`config.mk`:
```
export PLATFORM = sky130hd
export DESIGN_NAME = thread_irq_ctx
export DESIGN_NICKNAME = d
export VERILOG_FILES = /design/src/rtl/thread_irq_ctx.sv
export SDC_FILE = /design/constraint.sdc
export NUM_CORES = 1
export LEC_CHECK = 0
export BUFFER_PORTS_ARGS = -buffer_cell sky130_fd_sc_hd__buf_2
export CORE_UTILIZATION = 43
export DETAILED_ROUTE_END_ITERATION = 7
export PLACE_DENSITY = 0.79
export REMOVE_ABC_BUFFERS = 1
export SLEW_MARGIN = 5
export SYNTH_ARGS = -nofsm -noshare
export SYNTH_HDL_FRONTEND = slang
export SYNTH_SLANG_ARGS = --single-unit
```
`constraint.sdc`:
```
create_clock -name clk -period 7.2 [get_ports clk]
set_clock_uncertainty 0.2 [all_clocks]
set_input_delay 1.08 -clock clk [delete_from_list [all_inputs] [get_ports clk]]
set_output_delay 1.08 -clock clk [all_outputs]
set_load 0.01 [all_outputs]
```
`src/rtl/thread_irq_ctx.sv`:
```
`timescale 1ns/1ps
module thread_irq_ctx (
  input  logic        clk,
  input  logic        rst_n,
  input  logic        ntf_vld,
  input  logic [7:0]  ntf_prio,
  input  logic [1:0]  ntf_kind,
  input  logic        acc_vld,
  input  logic        acc_wr,
  input  logic [11:0] acc_addr,
  input  logic [1:0]  acc_size,
  input  logic [63:0] acc_wdata,
  output logic [63:0] acc_rdata,
  output logic        irq_out
);
  localparam logic [11:0] ACK_ADDR  = 12'h800;
  localparam logic [11:0] PULL_ADDR = 12'h828;
  localparam logic [11:0] POOL_ADDR = 12'h028;
  localparam logic [7:0]  IDLE_PRIO = 8'hFF;

  logic [7:0]  thr_os, thr_pool, thr_hv, pend_prio;
  logic [1:0]  pend_kind;
  logic [31:0] pool_word;

  wire pending = pend_kind != 2'd0;
  assign irq_out = pending && (pend_prio < thr_hv);

  wire rd = acc_vld && !acc_wr;
  wire wr = acc_vld && acc_wr;
  wire ack_hit  = rd && acc_addr == ACK_ADDR && acc_size == 2'd1;
  wire ack_take = ack_hit && irq_out;
  wire pull_hit = rd && acc_addr == PULL_ADDR && acc_size == 2'd3;
  wire pool_wr  = wr && acc_addr == POOL_ADDR && acc_size == 2'd2;

  wire [1:0] ring   = acc_addr[5:4];
  wire [2:0] offs   = acc_addr[2:0];
  wire in_ring      = acc_addr[11:6] == 6'd0 && ring != 2'd0 && !acc_addr[3];
  wire thr_wr       = wr && in_ring && acc_size == 2'd0 && offs == 3'd1;

  wire ntf_ok   = ntf_vld && ntf_kind != 2'd0 && ntf_prio != IDLE_PRIO;
  wire held     = pending && !ack_take;
  wire ntf_take = ntf_ok && (!held || ntf_prio < pend_prio);

  always_ff @(posedge clk) begin
    if (!rst_n) begin
      thr_os    <= 8'h00;
      thr_pool  <= 8'h00;
      thr_hv    <= 8'h00;
      pend_prio <= IDLE_PRIO;
      pend_kind <= 2'd0;
      pool_word <= 32'd0;
    end else begin
      if (ntf_take) begin
        pend_prio <= ntf_prio;
        pend_kind <= ntf_kind;
      end else if (ack_take) begin
        pend_prio <= IDLE_PRIO;
        pend_kind <= 2'd0;
      end
      if (ack_take) thr_hv <= pend_prio;
      else if (thr_wr && ring == 2'd3) thr_hv <= acc_wdata[7:0];
      if (thr_wr && ring == 2'd1) thr_os   <= acc_wdata[7:0];
      if (thr_wr && ring == 2'd2) thr_pool <= acc_wdata[7:0];
      if (pool_wr) pool_word <= acc_wdata[31:0];
      else if (pull_hit) pool_word[31] <= 1'b0;
    end
  end

  logic [7:0] ring_byte;
  always_comb begin
    ring_byte = 8'h00;
    case (offs)
      3'd0: if (ring == 2'd3 && irq_out) ring_byte = {pend_kind, 6'd0};
      3'd1: ring_byte = (ring == 2'd1) ? thr_os : (ring == 2'd2) ? thr_pool : thr_hv;
      3'd7: if (ring == 2'd3) ring_byte = pend_prio;
      default: ring_byte = 8'h00;
    endcase
  end

  always_comb begin
    acc_rdata = 64'd0;
    if (rd) begin
      if (ack_hit)
        acc_rdata[15:0] = irq_out ? {pend_kind, 6'd0, pend_prio} : 16'h00FF;
      else if (pull_hit || (acc_addr == POOL_ADDR && acc_size == 2'd2))
        acc_rdata[31:0] = pool_word;
      else if (in_ring && acc_size == 2'd0)
        acc_rdata[7:0] = ring_byte;
    end
  end


  ack_drops_line_chk: assert property (@(posedge clk) disable iff (!rst_n)
    (ack_take && !ntf_vld) |=> !irq_out);

  ack_moves_thr_chk: assert property (@(posedge clk) disable iff (!rst_n)
    ack_take |=> thr_hv == $past(pend_prio));

  idle_ack_quiet_chk: assert property (@(posedge clk) disable iff (!rst_n)
    (ack_hit && !irq_out && !ntf_vld) |=> $stable(thr_hv) && $stable(pend_kind));

  pull_invalidates_chk: assert property (@(posedge clk) disable iff (!rst_n)
    pull_hit |=> !pool_word[31]);

  ignore_idle_prio_chk: assert property (@(posedge clk) disable iff (!rst_n)
    (ntf_vld && ntf_prio == IDLE_PRIO && !acc_vld) |=> $stable(pend_prio) && $stable(pend_kind));

  keep_urgent_chk: assert property (@(posedge clk) disable iff (!rst_n)
    (pending && ntf_vld && ntf_prio >= pend_prio && !acc_vld) |=> $stable(pend_prio));
endmodule

```
# Yosys cells after proc, flatten, opt, wreduce, memory -nomap -nowiden
# Cells that the tools add are included.
# totals
reg_bits,66
latchBits,0
mem_bits_rw,0
rom_bits,0
in_bits,93
output_inout_bits,65
n_memories,0
# op_classes
addsub,0
mul,0
div_mod_pow,0
n_lt_le_gt_ge,2
n_eq_ne,12
shift,0
mux,20
bitwise_logic,0
n_reduce_logical,40
# op_table
operator,count
two-way mux 8 bit,10
two-way mux 16 bit,3
two-way mux 32 bit,1
logical AND 1 bit,25
"== test 12 bit, second input constant",2
two-way mux 24 bit,1
case mux 8 bit (3 select lines),1
< comparator 8 bit,2
"== test 12 x 6 -> 1 bit, second input constant",1
nonzero test 2 bit,6
"== test 2 bit, second input constant",4
"inequality test 8 bit, second input constant",1
zero test 6 bit,1
"== test 2 x 1 -> 1 bit, second input constant",2
zero test 1 bit,4
two-way mux 2 bit,2
"== test 3 x 1 -> 1 bit, second input constant",1
"== test 3 bit, second input constant",1
zero test 3 bit,1
zero test 2 bit,1
logical OR 1 bit,2
two-way mux 1 bit,2

# Depth between registers and ports, before layout
# Gate-level depths: netlist of the first run.
# depth
depth_word,11
depth_mapped,8
mapped_depth_nobuf,7

# Worst setup path after synthesis of the first run
# OpenSTA, ideal clock, no wires.
# synth_timing
path_kind,in2out
start,input acc_addr[4]
end,output acc_rdata[6]
arrival_time_ps,2726
required_ps,5920
path_slack_ps,3194
cell_stages,7
n_path_buf,2
path_cell_list,clkbuf_1 -> or4_4 -> nand4b_1 -> a21oi_1 -> buf_4 -> a221oi_1 -> a221oi_1
# synth_via
elab_chain_cells,8
word_cells_on_any_way,26
cone_classes,eq/ne: 6; mux: 9; reduce/logical: 11
# synth_rtl
element,line,source
start: declaration,10,"input logic [11:0] acc_addr,"
== test 2 bit (tied with other cells),74,3'd1: ring_byte = (ring == 2'd1) ? thr_os : (ring == 2'd2) ? thr_pool : thr_hv;
two-way mux 8 bit (tied with other cells) (2 in series),74,
case mux 8 bit (3 select lines) or logical AND 1 bit (tied branches),"72, 87",
two-way mux 8 bit,87,else if (in_ring && acc_size == 2'd0)
two-way mux 8 bit,85,else if (pull_hit || (acc_addr == POOL_ADDR && acc_size == 2'd2))
two-way mux 16 bit (*),83,if (ack_hit)
two-way mux 32 bit (*),82,if (rd) begin
end: declaration,13,"output logic [63:0] acc_rdata,"
# Every way passes the cells marked *; elsewhere a longest branch is shown, timed or not.

# Worst setup path in the final report of the first run
# layout_timing
start,input acc_addr[1]
end,output acc_rdata[29]
# layout_via
elab_chain_cells,7
word_cells_on_any_way,12
cone_classes,eq/ne: 3; mux: 3; reduce/logical: 6
# layout_rtl
element,line,source
== test 12 bit,32,wire pull_hit = rd && acc_addr == PULL_ADDR && acc_size == 2'd3;
logical AND 1 bit (2 in series),32,
logical OR 1 bit,85,
two-way mux 24 bit,85,
two-way mux 16 bit (*),83,
two-way mux 32 bit (*),82,
# Marked as above.

==> flow_summary.ini, run 1 <==
[status]
status = finished with violations
violations = DRC

[worst_setup_path]
crit_family = simple AND/OR/NAND/NOR gates
regToRegStartpoint = thr_hv[2]
crit_arrival_ps = 3810
crit_top_cell = buf_2
r2r_cells = 7
crit_buf_inv = 2
crit_path_start_kind = input port
r2r_end = pend_kind[0]
crit_path_max_incr_delay_ps = 830
critPathMaxFanout = 22
slowest_stage = a21oi_1
crit_chain = buf_2 > or4_4 > nand4b_1 > a21oi_1 > and2b_1 > and2_1 > buf_2
r2r_slack_ps = 4590
crit_type = in2out
crit_required_ps = 5920
crit_path_end_kind = output port

[final_layout]
diodes = 0
register_area_um2 = 1321
final_nets = 651
drive_above_1_share_pct = 21.68
area_growth_pct = 14.23
multi_input_area_um2 = 2305
fillers = 826

[flow_run]
cap_violations = 0

[floorplanning]
die_y_um = 98.15
io_pins = 158
initial_core_util_pct = 44.92
core_um2 = 8848
die_w_um = 98.15
die_area_um2 = 9632
core.rowCount = 34

[sta]
setup_viol = 0
final_hold_viol_count = 0
fmax_mhz = 196.6
tns_ps = 0
timing.final.crit_share_pct = 70.63
rsz0062_at_grt = false
max_slew_margin_pct = 23.99
layout_min_cycle_time_ps = 5085
worst_pin_slew_ps = 1140
slew_violations = 0

[clock_network]
clk_pin_slew_ps = 80
ctsHtreeMaxLevel = 3
cts_setup_buffers = 0
cts.sinks = 66
cts_resized = 0
clock_path_buffers = 2
cts_hold_buf = 0
cts_buffers = 9
clk_latency_ps = 350
cts_root_buffer = clkbuf_8
cts_tree = built

[routing]
antenna_left = 0
routed_wl_um = 9483
vias = 3572
drt_first_pass_iters = 8
first_iter_violations = 200
avgViaCountPerCell = 5.437
drcViolationCount = 16
avgRoutedWirePerCell_um = 14.43

[placement]
dp_hpwl_um = 6815
gp_congestion = 0.8546
port_buffers = 93

[global_routing]
grt_pass1_vias = 3250
antenna_found_initial = 0
grt_max_degree = 68
overflow = 0
grt_util_all_layers_pct = 19.65
grt_pass1_wl_um = 15250

[yosys]
yosysTopAreaCell = dfxtp_1
synth_area_leaders = dfxtp_1, nand2_1, buf_4
syn_avg_cell_area_um2 = 8.476
yosysUniqueCellTypes = 55
netlist_instances = 469
yosysWarnings = 0
ys_ff_latch = 66
async_flop_share_pct = 0
synthFlopType = dfxtp_1
synth_top_area_share_pct = 33.24
synth_edf_count = 0
synth_area_um2 = 3975
synth_seq_area_share_pct = 33.24

[min_path]
worstHoldPathCells = 2
hp-start = pool_word[17]
hold_end = pool_word[17]
holdCritPathClass = reg2reg

[power]
vdd_drop_max_mv = 0.09358
powerDensity_nw_per_um2 = 177.5
total_power_mw = 0.8059
leakagePower_nw = 2.049
==> worst register-to-register path: stages, from the launching register on <==
cell and delay, ps:
dfxtp_1 360, inv_1 50, ha_1 300, a211o_1 250
a31oi_1 310, o2111a_1 510, a31oi_1 210, a32o_1 330
==> cell families (layout without fill, tap and decap cells) <==
logic type	after synthesis	in the layout	share of synthesized area [%]
and+or+nand+nor	160	160	21.06
AOI/OAI and AO/OA	122	122	23.23
buffers and inverters	81	130	11.71
DFF	66	66	33.24
muxes	24	24	6.043
adders and majority gates	14	14	4.407
other	1	32	0.09434
xor gates and xnor gates	1	1	0.2204
==> metal layers <==
| metal | track usage, % | vias up | wire length [µm] |
|---|---|---|---|
| li1 | - | 1759 | - |
| met1 | 24.31 | 1644 | 4196 |
| met2 | 33.21 | 156 | 4489 |
| met3 | 4.796 | 13 | 707 |
| met4 | 7.118 | 0 | 90 |
| met5 | 0 | - | 0 |
==> power breakdown <==
| group | total (mW) | switching, mW | internal, mW |
|---|---|---|---|
| Clock | 0.352 | 0.148 | 0.205 |
| Combinational | 0.0810 | 0.0496 | 0.0314 |
| Sequential | 0.373 | 0.00423 | 0.368 |
| Total | 0.806 | 0.201 | 0.605 |
==> final cells by class <==
type	count	share of cell area, %
Multi-Input combinational cell	353	50.76
Sequential cell	66	29.10
Timing Repair Buffer	95	10.58
Clock buffer	10	3.031
Tap cell	108	2.976
Clock inverter	6	1.984
Inverter	19	1.571
==> worst max path at each step <==
stage                           start       endpoint  slack (ps)  cells past startpoint
after floorplan           acc_addr[1]  acc_rdata[10]        2990                      5
after global placement    acc_addr[1]  acc_rdata[22]        2200                      7
after detailed placement  acc_addr[1]  acc_rdata[29]        2120                      7
after CTS                 acc_addr[1]  acc_rdata[29]        2120                      7
after global routing      acc_addr[1]  acc_rdata[22]        1910                      7
final                     acc_addr[1]  acc_rdata[29]        2110                      7
==> placed cells by master, fill, tap and decap left out, types with 3 or more instances in the layout <==
| cell | synthesis | layout |
|---|---|---|
| a211oi_1 | 5 | 5 |
| a21boi_1 | 30 | 30 |
| a21oi_1 | 13 | 13 |
| a221oi_1 | 10 | 10 |
| a311oi_1 | 8 | 8 |
| a31oi_1 | 3 | 3 |
| a32oi_1 | 4 | 4 |
| and2_1 | 25 | 25 |
| and4_1 | 3 | 3 |
| buf_2 | 6 | 93 |
| clkbuf_8 | 0 | 10 |
| conb_1 | 1 | 32 |
| dfxtp_1 | 66 | 66 |
| ha_1 | 14 | 14 |
| inv_1 | 19 | 19 |
| mux2i_1 | 24 | 24 |
| nand2_1 | 69 | 69 |
| nand2b_1 | 5 | 5 |
| nand3_1 | 4 | 4 |
| nand4_1 | 3 | 3 |
| nand4b_1 | 4 | 4 |
| nor2_1 | 16 | 16 |
| nor2b_1 | 16 | 16 |
| o211ai_1 | 3 | 3 |
| o21ai_0 | 11 | 11 |
| o21ai_1 | 3 | 3 |
| o221ai_1 | 8 | 8 |
| o2bb2ai_1 | 8 | 8 |
==> through the flow <==
stage	cells	instance area [µm²]	setup slack (ps)	utilization (%)	hold slack [ps]
2_1_floorplan	438	3697	2987	-	226.1
3_3_place_gp	641	4313	2199	48.74	231.6
3_5_place_dp	641	4313	2119	48.74	237.1
4_1_cts	657	4541	2117	51.32	248.0
5_1_grt	657	4541	1910	51.32	264.7
6_report	657	4541	2115	51.32	246.0
==> state kept, by name, summed over array words and instances (netlist names) <==
register and cells:
thr_os 8, thr_pool 8, pend_prio 8, thr_hv 8, pend_kind 2, pool_word 32
==> Yosys cell counts (all sizes together) (3+ instances only) <==
library cell / number
nor2b: 16
nor4: 3
a221oi: 10
buf: 44
ha: 14
nor2: 16
a31oi: 4
o21ai: 14
a32oi: 4
and2: 25
a311oi: 8
o211ai: 3
dfxtp: 66
nand3: 4
nand2: 69
nand4b: 4
nand4: 3
nand2b: 5
clkbuf: 18
o2bb2ai: 8
and4: 3
nor3: 3
a21boi: 32
a211oi: 5
mux2i: 24
a21oi: 13
o221ai: 8
inv: 19
No activity file was read; power rests on OpenSTA's default activity.
==> run 2: changes to the inputs <==
==> constraint.sdc (replaced) <==
create_clock -name clk -period 5.1 [get_ports clk]
set_clock_uncertainty 0.2 [all_clocks]
set_input_delay 0.765 -clock clk [delete_from_list [all_inputs] [get_ports clk]]
set_output_delay 0.765 -clock clk [all_outputs]
set_load 0.01 [all_outputs]
==> run 2 against run 1 <==
Compared with the run above: the flow still finishes with violations (DRC); sequential share of layout area grew 0.10 points; sequential power grew 41%; hold slack lost 0.90 ps; non-clock buffer count grew 1; highest routed layer unchanged.
==> flow_summary.ini, run 2 (synthesis results as in run 1) <==
[global_routing]
overflow = 0
grt_pass1_wl_um = 15590
antenna_found_initial = 0
grt_pass1_vias = 3332
grt_max_degree = 68
grt_util_all_layers_pct = 20.00

[worst_setup_path]
crit_required_ps = 4140
crit_path_max_incr_delay_ps = 590
crit_arrival_ps = 2930
crit_top_cell = buf_2
crit_chain = buf_2 > or4_4 > nand4b_1 > a21oi_1 > buf_4 > and2b_1 > and2_1 > buf_2
slowest_stage = or4_4
crit_path_start_kind = input port
critPathMaxFanout = 22
crit_type = in2out
crit_path_end_kind = output port

[routing]
vias = 3598
antenna_left = 0
avgRoutedWirePerCell_um = 14.47
first_iter_violations = 253
drcViolationCount = 16
drt_first_pass_iters = 7
avgViaCountPerCell = 5.468
routed_wl_um = 9521

[sta]
setup_viol = 0
fmax_mhz = 256.5
layout_min_cycle_time_ps = 3898
slew_violations = 0
tns_ps = 0
final_hold_viol_count = 0
worst_pin_slew_ps = 1168
timing.final.crit_share_pct = 76.43
rsz0062_at_grt = false
max_slew_margin_pct = 22.16

[power]
vdd_drop_max_mv = 0.09972
leakagePower_nw = 2.048
powerDensity_nw_per_um2 = 239.7

[clock_network]
cts_setup_buffers = 0
cts_tree = built
clk_pin_slew_ps = 70
clk_latency_ps = 330
cts_buffers = 9
cts_resized = 0
ctsHtreeMaxLevel = 3
clock_path_buffers = 2
cts_root_buffer = clkbuf_8
cts_hold_buf = 0
cts.sinks = 66

[floorplanning]
die_y_um = 98.15
core_um2 = 8848
initial_core_util_pct = 44.92
core.rowCount = 34
io_pins = 158
die_w_um = 98.15
die_area_um2 = 9632

[min_path]
holdCritPathClass = reg2reg

[final_layout]
drive_above_1_share_pct = 21.82
final_cell_mix = buf_2, nand2_1, dfxtp_1, conb_1, a21boi_1
area_growth_pct = 13.82
stdcell_area_um2 = 4524
diodes = 0
layout_commonest_cell = buf_2
regMostFlops = pool_word
largest_reg_flops = 32
final_nets = 652

[placement]
gp_congestion = 0.8611
dp_hpwl_um = 6880
port_buffers = 93
postPlaceCellArea_um2 = 4320

[status]
violations = DRC
status = finished with violations

[flow_run]
cap_violations = 0
==> run 2: cell types whose count changed in the layout (fill, tap and decap cells not counted) <==
cell	before	now
bufinv_16	2	1
clkinv_4	2	0
buf_4	2	3
clkbuf_8	10	11
clkinv_2	1	3
==> run 2: path summary, 6_finish.rpt <==
path / from / slack (ps) / endpoint / cells past startpoint
setup / recovery: acc_addr[1] / 1200 / acc_rdata[22] / 8
hold / removal: pool_word[26] / 250 / pool_word[26] / 2
setup reg to reg: thr_hv[2] / 2470 / pend_kind[1] / 7
hold reg to reg: pool_word[26] / 250 / pool_word[26] / 2
==> run 2: layout make-up <==
cell class / instances / area (µm²)
Fill cell: 820 / 4324
Multi-Input combinational cell: 353 / 2305
Sequential cell: 66 / 1321
Timing Repair Buffer: 96 / 488.0
Clock buffer: 11 / 151.4
Tap cell: 108 / 135.1
Inverter: 19 / 71.32
Clock inverter: 5 / 52.55
==> run 2: metrics by stage <==
stage	instances	utilization, %	hold WS [ps]	power (mW)	worst slack, ps
2_1_floorplan	438	-	226.1	0.5969	1517
3_3_place_gp	642	48.83	231.6	0.6467	1256
3_5_place_dp	642	48.83	238.0	0.6503	1183
4_1_cts	658	51.13	247.9	1.092	1178
5_1_grt	658	51.13	270.4	1.127	1038
6_report	658	51.13	245.1	1.085	1202
==> run 2: metal layers <==
| layer | wire length [µm] | track usage (%) | vias to the layer above |
|---|---|---|---|
| met5 | 0 | 0 | - |
| met4 | 94 | 7.118 | 0 |
| met3 | 631 | 3.006 | 10 |
| met2 | 4556 | 34.40 | 163 |
| met1 | 4238 | 25.44 | 1665 |
| li1 | - | - | 1760 |
==> run 2: worst max-delay path, delay by kind of cell <==
kind / cells / cell delay, ps
AOI/OAI and AO/OA: 1 / 160
buffers and inverters: 3 / 460
and+or+nand+nor: 4 / 1540
==> run 2: power breakdown <==
group / internal (mW) / switching, mW / total [mW]
Clock: 0.250 / 0.194 / 0.444
Sequential: 0.520 / 0.00614 / 0.526
Combinational: 0.0446 / 0.0702 / 0.115
Total: 0.815 / 0.270 / 1.08
